[src/rtl/iobus_bridge.sv]
module iobus_bridge #(
  parameter int ADDR_W      = 32,
  parameter int DATA_W      = 32,
  parameter int WINDOW_BITS = 2
) (
  input  logic                clk,
  input  logic                rst,
  input  logic                cpu_req,
  input  logic                cpu_we,
  input  logic [ADDR_W-1:0]   cpu_addr,
  input  logic [DATA_W/8-1:0] cpu_be,
  input  logic [DATA_W-1:0]   cpu_wdata,
  output logic                cpu_busy,
  output logic                cpu_done,
  output logic [DATA_W-1:0]   cpu_rdata,
  output logic                bus_as,
  output logic                bus_rd,
  output logic                bus_wr,
  output logic [ADDR_W-1:0]   bus_addr,
  output logic [DATA_W/8-1:0] bus_be,
  output logic [DATA_W-1:0]   bus_wdata,
  input  logic [DATA_W-1:0]   bus_rdata,
  input  logic                bus_ready
);
  localparam int BE_W = DATA_W / 8;
  localparam logic [WINDOW_BITS-1:0] WINDOW = '1;

  typedef enum logic [1:0] {S_IDLE, S_ISSUE, S_WAIT} state_t;

  state_t state;
  logic   is_write;
  logic   claim;

  assign claim    = cpu_req && (state == S_IDLE) &&
                    (cpu_addr[ADDR_W-1 -: WINDOW_BITS] == WINDOW);
  assign cpu_busy = (state != S_IDLE);

  always_ff @(posedge clk) begin
    if (rst) begin
      state     <= S_IDLE;
      is_write  <= 1'b0;
      bus_as    <= 1'b0;
      bus_rd    <= 1'b0;
      bus_wr    <= 1'b0;
      bus_addr  <= '0;
      bus_be    <= '0;
      bus_wdata <= '0;
      cpu_done  <= 1'b0;
      cpu_rdata <= '0;
    end else begin
      bus_as   <= 1'b0;
      bus_rd   <= 1'b0;
      bus_wr   <= 1'b0;
      cpu_done <= 1'b0;
      unique case (state)
        S_IDLE: if (claim) begin
          state     <= S_ISSUE;
          is_write  <= cpu_we;
          bus_as    <= 1'b1;
          bus_rd    <= !cpu_we;
          bus_wr    <= cpu_we;
          bus_addr  <= cpu_addr;
          bus_be    <= cpu_be;
          bus_wdata <= cpu_wdata;
        end
        S_ISSUE: state <= S_WAIT;
        S_WAIT: if (bus_ready) begin
          state    <= S_IDLE;
          cpu_done <= 1'b1;
          if (!is_write) cpu_rdata <= bus_rdata;
        end
        default: state <= S_IDLE;
      endcase
    end
  end

  logic [BE_W-1:0] unused_be_w;
  assign unused_be_w = '0;
endmodule

[config.mk]
export PLATFORM = sky130hd
export DESIGN_NAME = iobus_bridge
export DESIGN_NICKNAME = d
export VERILOG_FILES = /design/src/rtl/iobus_bridge.sv
export SDC_FILE = /design/constraint.sdc
export NUM_CORES = 1
export LEC_CHECK = 0
export ABC_CLOCK_PERIOD_IN_PS = 1100
export BUFFER_PORTS_ARGS = -buffer_cell sky130_fd_sc_hd__clkbuf_2
export CORE_UTILIZATION = 43
export CTS_BUF_LIST = sky130_fd_sc_hd__clkbuf_2
export DETAILED_ROUTE_END_ITERATION = 6
export GPL_ROUTABILITY_DRIVEN = 0
export PLACE_DENSITY = 0.75
export SETUP_SLACK_MARGIN = 0.15
export SLEW_MARGIN = 30
export SYNTH_ARGS = -nofsm -noshare
export SYNTH_HDL_FRONTEND = slang
export SYNTH_SLANG_ARGS = --single-unit
[constraint.sdc]
create_clock -name clk -period 1.1 [get_ports clk]
set_input_delay 0.22 -clock clk [delete_from_list [all_inputs] [get_ports clk]]
set_output_delay 0.22 -clock clk [all_outputs]
set_load 0.05 [all_outputs]
==> metrics.txt, run 1 <==
# TYPE chip_impl_metric gauge
chip_impl_metric{name="syn-instance-count",unit=""} 457
chip_impl_metric{name="port_buffer_cells",unit=""} 209
chip_impl_metric{name="start_util",unit=""} 0.448
chip_impl_metric{name="postPlaceCellArea",unit="um2"} 5620
chip_impl_info{name="top_cells_by_count_synth",value="sky130_fd_sc_hd__nand2b_1 (134), sky130_fd_sc_hd__dfxtp_1 (107), sky130_fd_sc_hd__mux2i_1 (68)"} 1
chip_impl_metric{name="clkSinkCount",unit=""} 107
chip_impl_info{name="synth_top_family_by_area",value="simple AND/OR/NAND/NOR gates"} 1
chip_impl_info{name="stop_stage",value="global routing (5_1_grt)"} 1
chip_impl_metric{name="post_synthesis_async_set_or_reset_flop_share",unit=""} 0
chip_impl_metric{name="die_w",unit="um"} 103
chip_impl_metric{name="synth.yosys.warnings",unit=""} 0
chip_impl_metric{name="post_synth_and_or_nand_nor_area_fraction",unit=""} 0.265
chip_impl_metric{name="ys_seq_area_frac",unit=""} 0.487
chip_impl_info{name="postSynth.topFlopCell",value="sky130_fd_sc_hd__dfxtp_1"} 1
chip_impl_info{name="grt_worst_setup_endpoint",value="cpu_busy"} 1
chip_impl_metric{name="synth_largest_type_area_fraction",unit=""} 0.487
chip_impl_metric{name="xor_and_xnor_fraction_of_the_mapped_netlist_area",unit=""} 0
chip_impl_metric{name="htreeDepth",unit=""} 3
chip_impl_metric{name="chipHeight",unit="um"} 103
chip_impl_metric{name="rows",unit=""} 36
chip_impl_info{name="firstError",value="[ERROR DPL-0038] Utilization greater than 100%, impossible to legalize"} 1
chip_impl_metric{name="synth_nets",unit=""} 562
chip_impl_info{name="synth_most_common_cell",value="sky130_fd_sc_hd__nand2b_1"} 1
chip_impl_info{name="synth_top_area_cells",value="sky130_fd_sc_hd__dfxtp_1 (49%), sky130_fd_sc_hd__nand2b_1 (19%), sky130_fd_sc_hd__mux2i_1 (15%), sky130_fd_sc_hd__nand2_1 (5.5%), sky130_fd_sc_hd__a21oi_1 (3.9%)"} 1
chip_impl_metric{name="synthAdderAreaFrac",unit=""} 0
chip_impl_metric{name="cts.path.max_buffers",unit=""} 2
chip_impl_metric{name="ys_ff_latch",unit=""} 107
chip_impl_metric{name="area_fraction_in_compound_gates_after_synthesis",unit=""} 0.0387
chip_impl_info{name="status",value="did not finish"} 1
chip_impl_metric{name="post_synth_edffs",unit=""} 0
chip_impl_info{name="worst_endpoint_pin_kind",value="primary output"} 1
chip_impl_metric{name="syn_avg_cell_area",unit="um2"} 9.62
chip_impl_metric{name="cts_made_buffers",unit=""} 9
chip_impl_metric{name="number_of_distinct_library_cell_variants_in_the_gate_level_netlist_after_synthesis",unit=""} 20
chip_impl_metric{name="synth_mux_area_frac",unit=""} 0.155
chip_impl_metric{name="top_ports",unit=""} 210
chip_impl_metric{name="dp_hpwl",unit="um"} 7400
chip_impl_info{name="post-synth-top-area-cell",value="sky130_fd_sc_hd__dfxtp_1"} 1
chip_impl_info{name="clock_tree.root_cell",value="sky130_fd_sc_hd__clkbuf_2"} 1
chip_impl_metric{name="syn-cell-area",unit="um2"} 4390
chip_impl_metric{name="grt_start_max_net_pins",unit=""} 54
## cells by family after synthesis
logic type	count (synthesis)
buffers and inverters	37
AND/OR/NAND/NOR	211
flip-flops	107
AO/OA/AOI/OAI	34
multiplexers	68
## repair_timing
item | CTS
hold buffers | 101
hold endpoints to repair | 107
endpoints found under the setup margin | 210
gates resized for setup | 443
pin swaps | 36
cloned | 12
setup buffers | 27
## stage by stage
step	instances	util	worst slack (ns)	TNS (ns)	hold WS [ns]
2_1_floorplan	457	-	-0.222	-12.56	0.290
3_3_place_gp	777	0.572	-0.164	-13.15	0.411
3_5_place_dp	777	0.572	-0.257	-16.23	0.414
4_1_cts	931	0.929	-0.514	-68.33	0.0739
==> inputs of run 2 (changes only) <==
==> config.mk (replaced) <==
export PLATFORM = sky130hd
export DESIGN_NAME = iobus_bridge
export DESIGN_NICKNAME = d
export VERILOG_FILES = /design/src/rtl/iobus_bridge.sv
export SDC_FILE = /design/constraint.sdc
export NUM_CORES = 1
export LEC_CHECK = 0
export ABC_CLOCK_PERIOD_IN_PS = 1450
export BUFFER_PORTS_ARGS = -buffer_cell sky130_fd_sc_hd__clkbuf_2
export CORE_UTILIZATION = 35
export DETAILED_ROUTE_END_ITERATION = 6
export GPL_ROUTABILITY_DRIVEN = 0
export PLACE_DENSITY_LB_ADDON = 0.15
export SLEW_MARGIN = 30
export SYNTH_ARGS = -nofsm -noshare
export SYNTH_HDL_FRONTEND = slang
export SYNTH_SLANG_ARGS = --single-unit
==> constraint.sdc (replaced) <==
create_clock -name clk -period 1.45 [get_ports clk]
set_input_delay 0.29 -clock clk [delete_from_list [all_inputs] [get_ports clk]]
set_output_delay 0.29 -clock clk [all_outputs]
set_load 0.05 [all_outputs]
==> metrics.txt, run 2 <==
# TYPE chip_impl_metric gauge
chip_impl_info{name="status",value="finished, final reports clean"} 1
chip_impl_metric{name="fin_crit",unit="ns"} 1.40
chip_impl_info{name="postSynth.topFlopCell",value="sky130_fd_sc_hd__dfxtp_1"} 1
chip_impl_metric{name="wl_per_cell",unit="um"} 12.2
chip_impl_info{name="final_common_cell",value="sky130_fd_sc_hd__clkbuf_2"} 1
chip_impl_metric{name="syn-cell-area",unit="um2"} 4390
chip_impl_metric{name="route.final.wire_length",unit="um"} 10100
chip_impl_info{name="reg_top3",value="bus_addr: 32 flops, bus_wdata: 32 flops, cpu_rdata: 32 flops"} 1
chip_impl_info{name="final_cell_mix",value="sky130_fd_sc_hd__clkbuf_2 (207), sky130_fd_sc_hd__nand2b_1 (134), sky130_fd_sc_hd__dfxtp_1 (106)"} 1
chip_impl_metric{name="syn-instance-count",unit=""} 457
chip_impl_metric{name="slew_headroom",unit=""} 0.795
chip_impl_info{name="crit-reg2reg-capture",value="bus_wdata[29]"} 1
chip_impl_metric{name="postLayoutCellArea",unit="um2"} 5930
chip_impl_metric{name="skew",unit="ns"} 0.00547
chip_impl_metric{name="final_cells",unit=""} 826
chip_impl_metric{name="timing.reg2reg.setup_slack",unit="ns"} 0.10
chip_impl_metric{name="worst_pin_slew",unit="ns"} 0.308
chip_impl_metric{name="drive_gt1_frac",unit=""} 0.365
chip_impl_metric{name="drv.max_cap_violation_count",unit=""} 0
chip_impl_metric{name="route.detailed.vias_per_inst",unit=""} 4.38
chip_impl_metric{name="rows",unit=""} 40
chip_impl_metric{name="cts.path.max_buffers",unit=""} 2
chip_impl_metric{name="synth_nets",unit=""} 562
chip_impl_metric{name="crit_cells",unit=""} 2
chip_impl_metric{name="timing.setup.tns",unit="ns"} 0
chip_impl_metric{name="post_synthesis_async_set_or_reset_flop_share",unit=""} 0
chip_impl_metric{name="synth.yosys.warnings",unit=""} 0
chip_impl_metric{name="syn_avg_cell_area",unit="um2"} 9.62
chip_impl_info{name="tritoncts_clock_tree",value="yes"} 1
chip_impl_metric{name="finish.net_count",unit=""} 758
chip_impl_metric{name="hold_buffers",unit=""} 0
chip_impl_info{name="clock_tree.root_cell",value="sky130_fd_sc_hd__clkbuf_16"} 1
chip_impl_metric{name="ant_nets",unit=""} 0
chip_impl_metric{name="grt_start_max_net_pins",unit=""} 77
chip_impl_metric{name="first_global_vias",unit=""} 3382
chip_impl_metric{name="max_freq",unit="MHz"} 713
chip_impl_info{name="worst_setup_path_end_kind",value="output pin"} 1
chip_impl_metric{name="final_hold_viol_count",unit=""} 0
chip_impl_info{name="startpoint_type",value="register"} 1
chip_impl_metric{name="xor_and_xnor_fraction_of_the_mapped_netlist_area",unit=""} 0
chip_impl_metric{name="global_route.usage.total",unit=""} 0.157
chip_impl_metric{name="start_util",unit=""} 0.363
chip_impl_metric{name="irDropWorstVdd",unit="mV"} 0.457
chip_impl_metric{name="syn_to_final_growth",unit="%"} 35.0
chip_impl_metric{name="route.detailed.drc",unit=""} 0
chip_impl_info{name="crit_path_top_delay_cell",value="sky130_fd_sc_hd__dfxtp_2"} 1
chip_impl_metric{name="ys_seq_area_frac",unit=""} 0.487
chip_impl_metric{name="postPlaceCellArea",unit="um2"} 5580
chip_impl_metric{name="worst-path-max-fanout",unit=""} 3
chip_impl_metric{name="via_count",unit=""} 3618
chip_impl_info{name="rsz0062_at_grt",value="false"} 1
chip_impl_metric{name="detailedRoute.firstIterationViolations",unit=""} 174
chip_impl_info{name="hold_path_startpoint",value="cpu_we"} 1
chip_impl_info{name="synth_top_family_by_area",value="simple AND/OR/NAND/NOR gates"} 1
chip_impl_metric{name="timing.final.crit_share",unit=""} 0.968
chip_impl_metric{name="setup_viol",unit=""} 0
chip_impl_metric{name="antenna_found_initial",unit=""} 0
chip_impl_metric{name="powerDensity",unit="nW/um2"} 1110
chip_impl_metric{name="synth_largest_type_area_fraction",unit=""} 0.487
chip_impl_info{name="min_delay_worst_endpoint",value="bus_rd"} 1
chip_impl_metric{name="clk_pin_slew_worst_paths",unit="ns"} 0.07
chip_impl_metric{name="synthAdderAreaFrac",unit=""} 0
chip_impl_metric{name="critical_path_required",unit="ns"} 1.16
chip_impl_metric{name="top_ports",unit=""} 210
chip_impl_metric{name="post_synth_edffs",unit=""} 0
chip_impl_info{name="critical_path.cell_chain",value="or2_4, clkbuf_16"} 1
chip_impl_info{name="top_cells_by_count_synth",value="sky130_fd_sc_hd__nand2b_1 (134), sky130_fd_sc_hd__dfxtp_1 (107), sky130_fd_sc_hd__mux2i_1 (68)"} 1
chip_impl_metric{name="globalRoute.totalOverflow",unit=""} 0
chip_impl_metric{name="port_buffer_cells",unit=""} 209
chip_impl_metric{name="number_of_distinct_library_cell_variants_in_the_gate_level_netlist_after_synthesis",unit=""} 20
chip_impl_metric{name="clkSinkCount",unit=""} 107
chip_impl_info{name="synth_top_area_cells",value="sky130_fd_sc_hd__dfxtp_1 (49%), sky130_fd_sc_hd__nand2b_1 (19%), sky130_fd_sc_hd__mux2i_1 (15%), sky130_fd_sc_hd__nand2_1 (5.5%), sky130_fd_sc_hd__a21oi_1 (3.9%)"} 1
chip_impl_metric{name="leakagePower",unit="nW"} 2.58
chip_impl_metric{name="number_of_max_slew_violations_in_the_final_report",unit=""} 0
chip_impl_metric{name="area_fraction_in_compound_gates_after_synthesis",unit=""} 0.0387
chip_impl_metric{name="critical_path_buf_inv_count",unit=""} 1
chip_impl_metric{name="floorplan.die_area",unit="um2"} 13000
chip_impl_metric{name="dp_hpwl",unit="um"} 7250
chip_impl_metric{name="core_area",unit="um2"} 12100
chip_impl_metric{name="worst_ep_arrival_time",unit="ns"} 1.11
chip_impl_metric{name="global_route_wire_length_before_repair",unit="um"} 15900
chip_impl_metric{name="die_w",unit="um"} 114
chip_impl_metric{name="worst-r2r-cell-count",unit=""} 4
chip_impl_info{name="holdCritPathClass",value="in -> reg"} 1
chip_impl_metric{name="post_synth_and_or_nand_nor_area_fraction",unit=""} 0.265
chip_impl_metric{name="drt_first_pass_iters",unit=""} 4
chip_impl_metric{name="htreeDepth",unit=""} 3
chip_impl_info{name="synth_most_common_cell",value="sky130_fd_sc_hd__nand2b_1"} 1
chip_impl_metric{name="cts_made_buffers",unit=""} 9
chip_impl_metric{name="chipHeight",unit="um"} 114
chip_impl_metric{name="placed_cells_incl_taps",unit=""} 809
chip_impl_info{name="post-synth-top-area-cell",value="sky130_fd_sc_hd__dfxtp_1"} 1
chip_impl_metric{name="synth_mux_area_frac",unit=""} 0.155
chip_impl_metric{name="ys_ff_latch",unit=""} 107
chip_impl_metric{name="critical-path-max-stage-delay",unit="ns"} 0.32
chip_impl_metric{name="clk-insertion-delay-late",unit="ns"} 0.35
chip_impl_info{name="critical-path-top-delay-family",value="flip-flops"} 1
chip_impl_info{name="worst_r2r_startpoint",value="state[1]"} 1
chip_impl_info{name="crit_path_class",value="reg -> out"} 1
chip_impl_metric{name="num_antenna_cells",unit=""} 0
chip_impl_metric{name="holdPathStages",unit=""} 2
chip_impl_metric{name="design_power_total",unit="mW"} 6.56
-- run 2: cell type report --
type | count | area, um2
inverters | 2 | 7.51
clock inverters | 5 | 75.1
well taps | 168 | 210
fillers | 1207 | 6180
multi-input cells | 313 | 2030
clock buffers | 11 | 253
repair buffers | 220 | 1210
flip-flops and latches | 107 | 2140
-- run 2: layer usage --
metal,share of wire,track usage
met5,0,0
met1,0.43,0.178
met4,0.027,0.0900
met3,0.073,0.0487
met2,0.47,0.260
-- run 2: how the worst max path moves through the flow --
stage | start | to | slack (ns)
2_1_floorplan | state[1] | bus_addr[0] | 0.1
4_1_cts | state[1] | cpu_busy | 0.02
3_3_place_gp | state[1] | bus_wdata[10] | 0.12
5_1_grt | state[1] | cpu_busy | 0.01
6_report | state[1] | cpu_busy | 0.05
3_5_place_dp | state[1] | bus_wdata[24] | 0.05
-- run 2: through the flow --
step                hold WS (ns)  setup WS, ns  utilization
floorplan                  0.369        0.0985            -
global placement           0.435         0.115        0.460
detailed placement         0.441        0.0500        0.460
CTS                        0.108        0.0206        0.490
global route               0.108       0.00970        0.490
finish                     0.118        0.0468        0.490
-- run 2: cells by family (layout without fill, tap and decap cells) --
| kind of cell | after synthesis | in the layout |
|---|---|---|
| buffers and inverters | 37 | 238 |
| multiplexers | 68 | 68 |
| flip-flops | 107 | 107 |
| AND/OR/NAND/NOR | 211 | 211 |
| AO/OA/AOI/OAI | 34 | 34 |
-- run 2: what timing repair did --
item,4_1_cts,5_1_grt
setup buffers,1,0
setup endpoints to repair,1,0
resized for setup,4,0
-- run 2: where the power goes --
group	total [mW]	switching, mW	internal, mW
sequential	3.06	0.0411	3.02
clock	2.67	1.07	1.60
combinational	0.828	0.506	0.323
total	6.56	1.62	4.94
No activity file was read; power rests on OpenSTA's default activity.
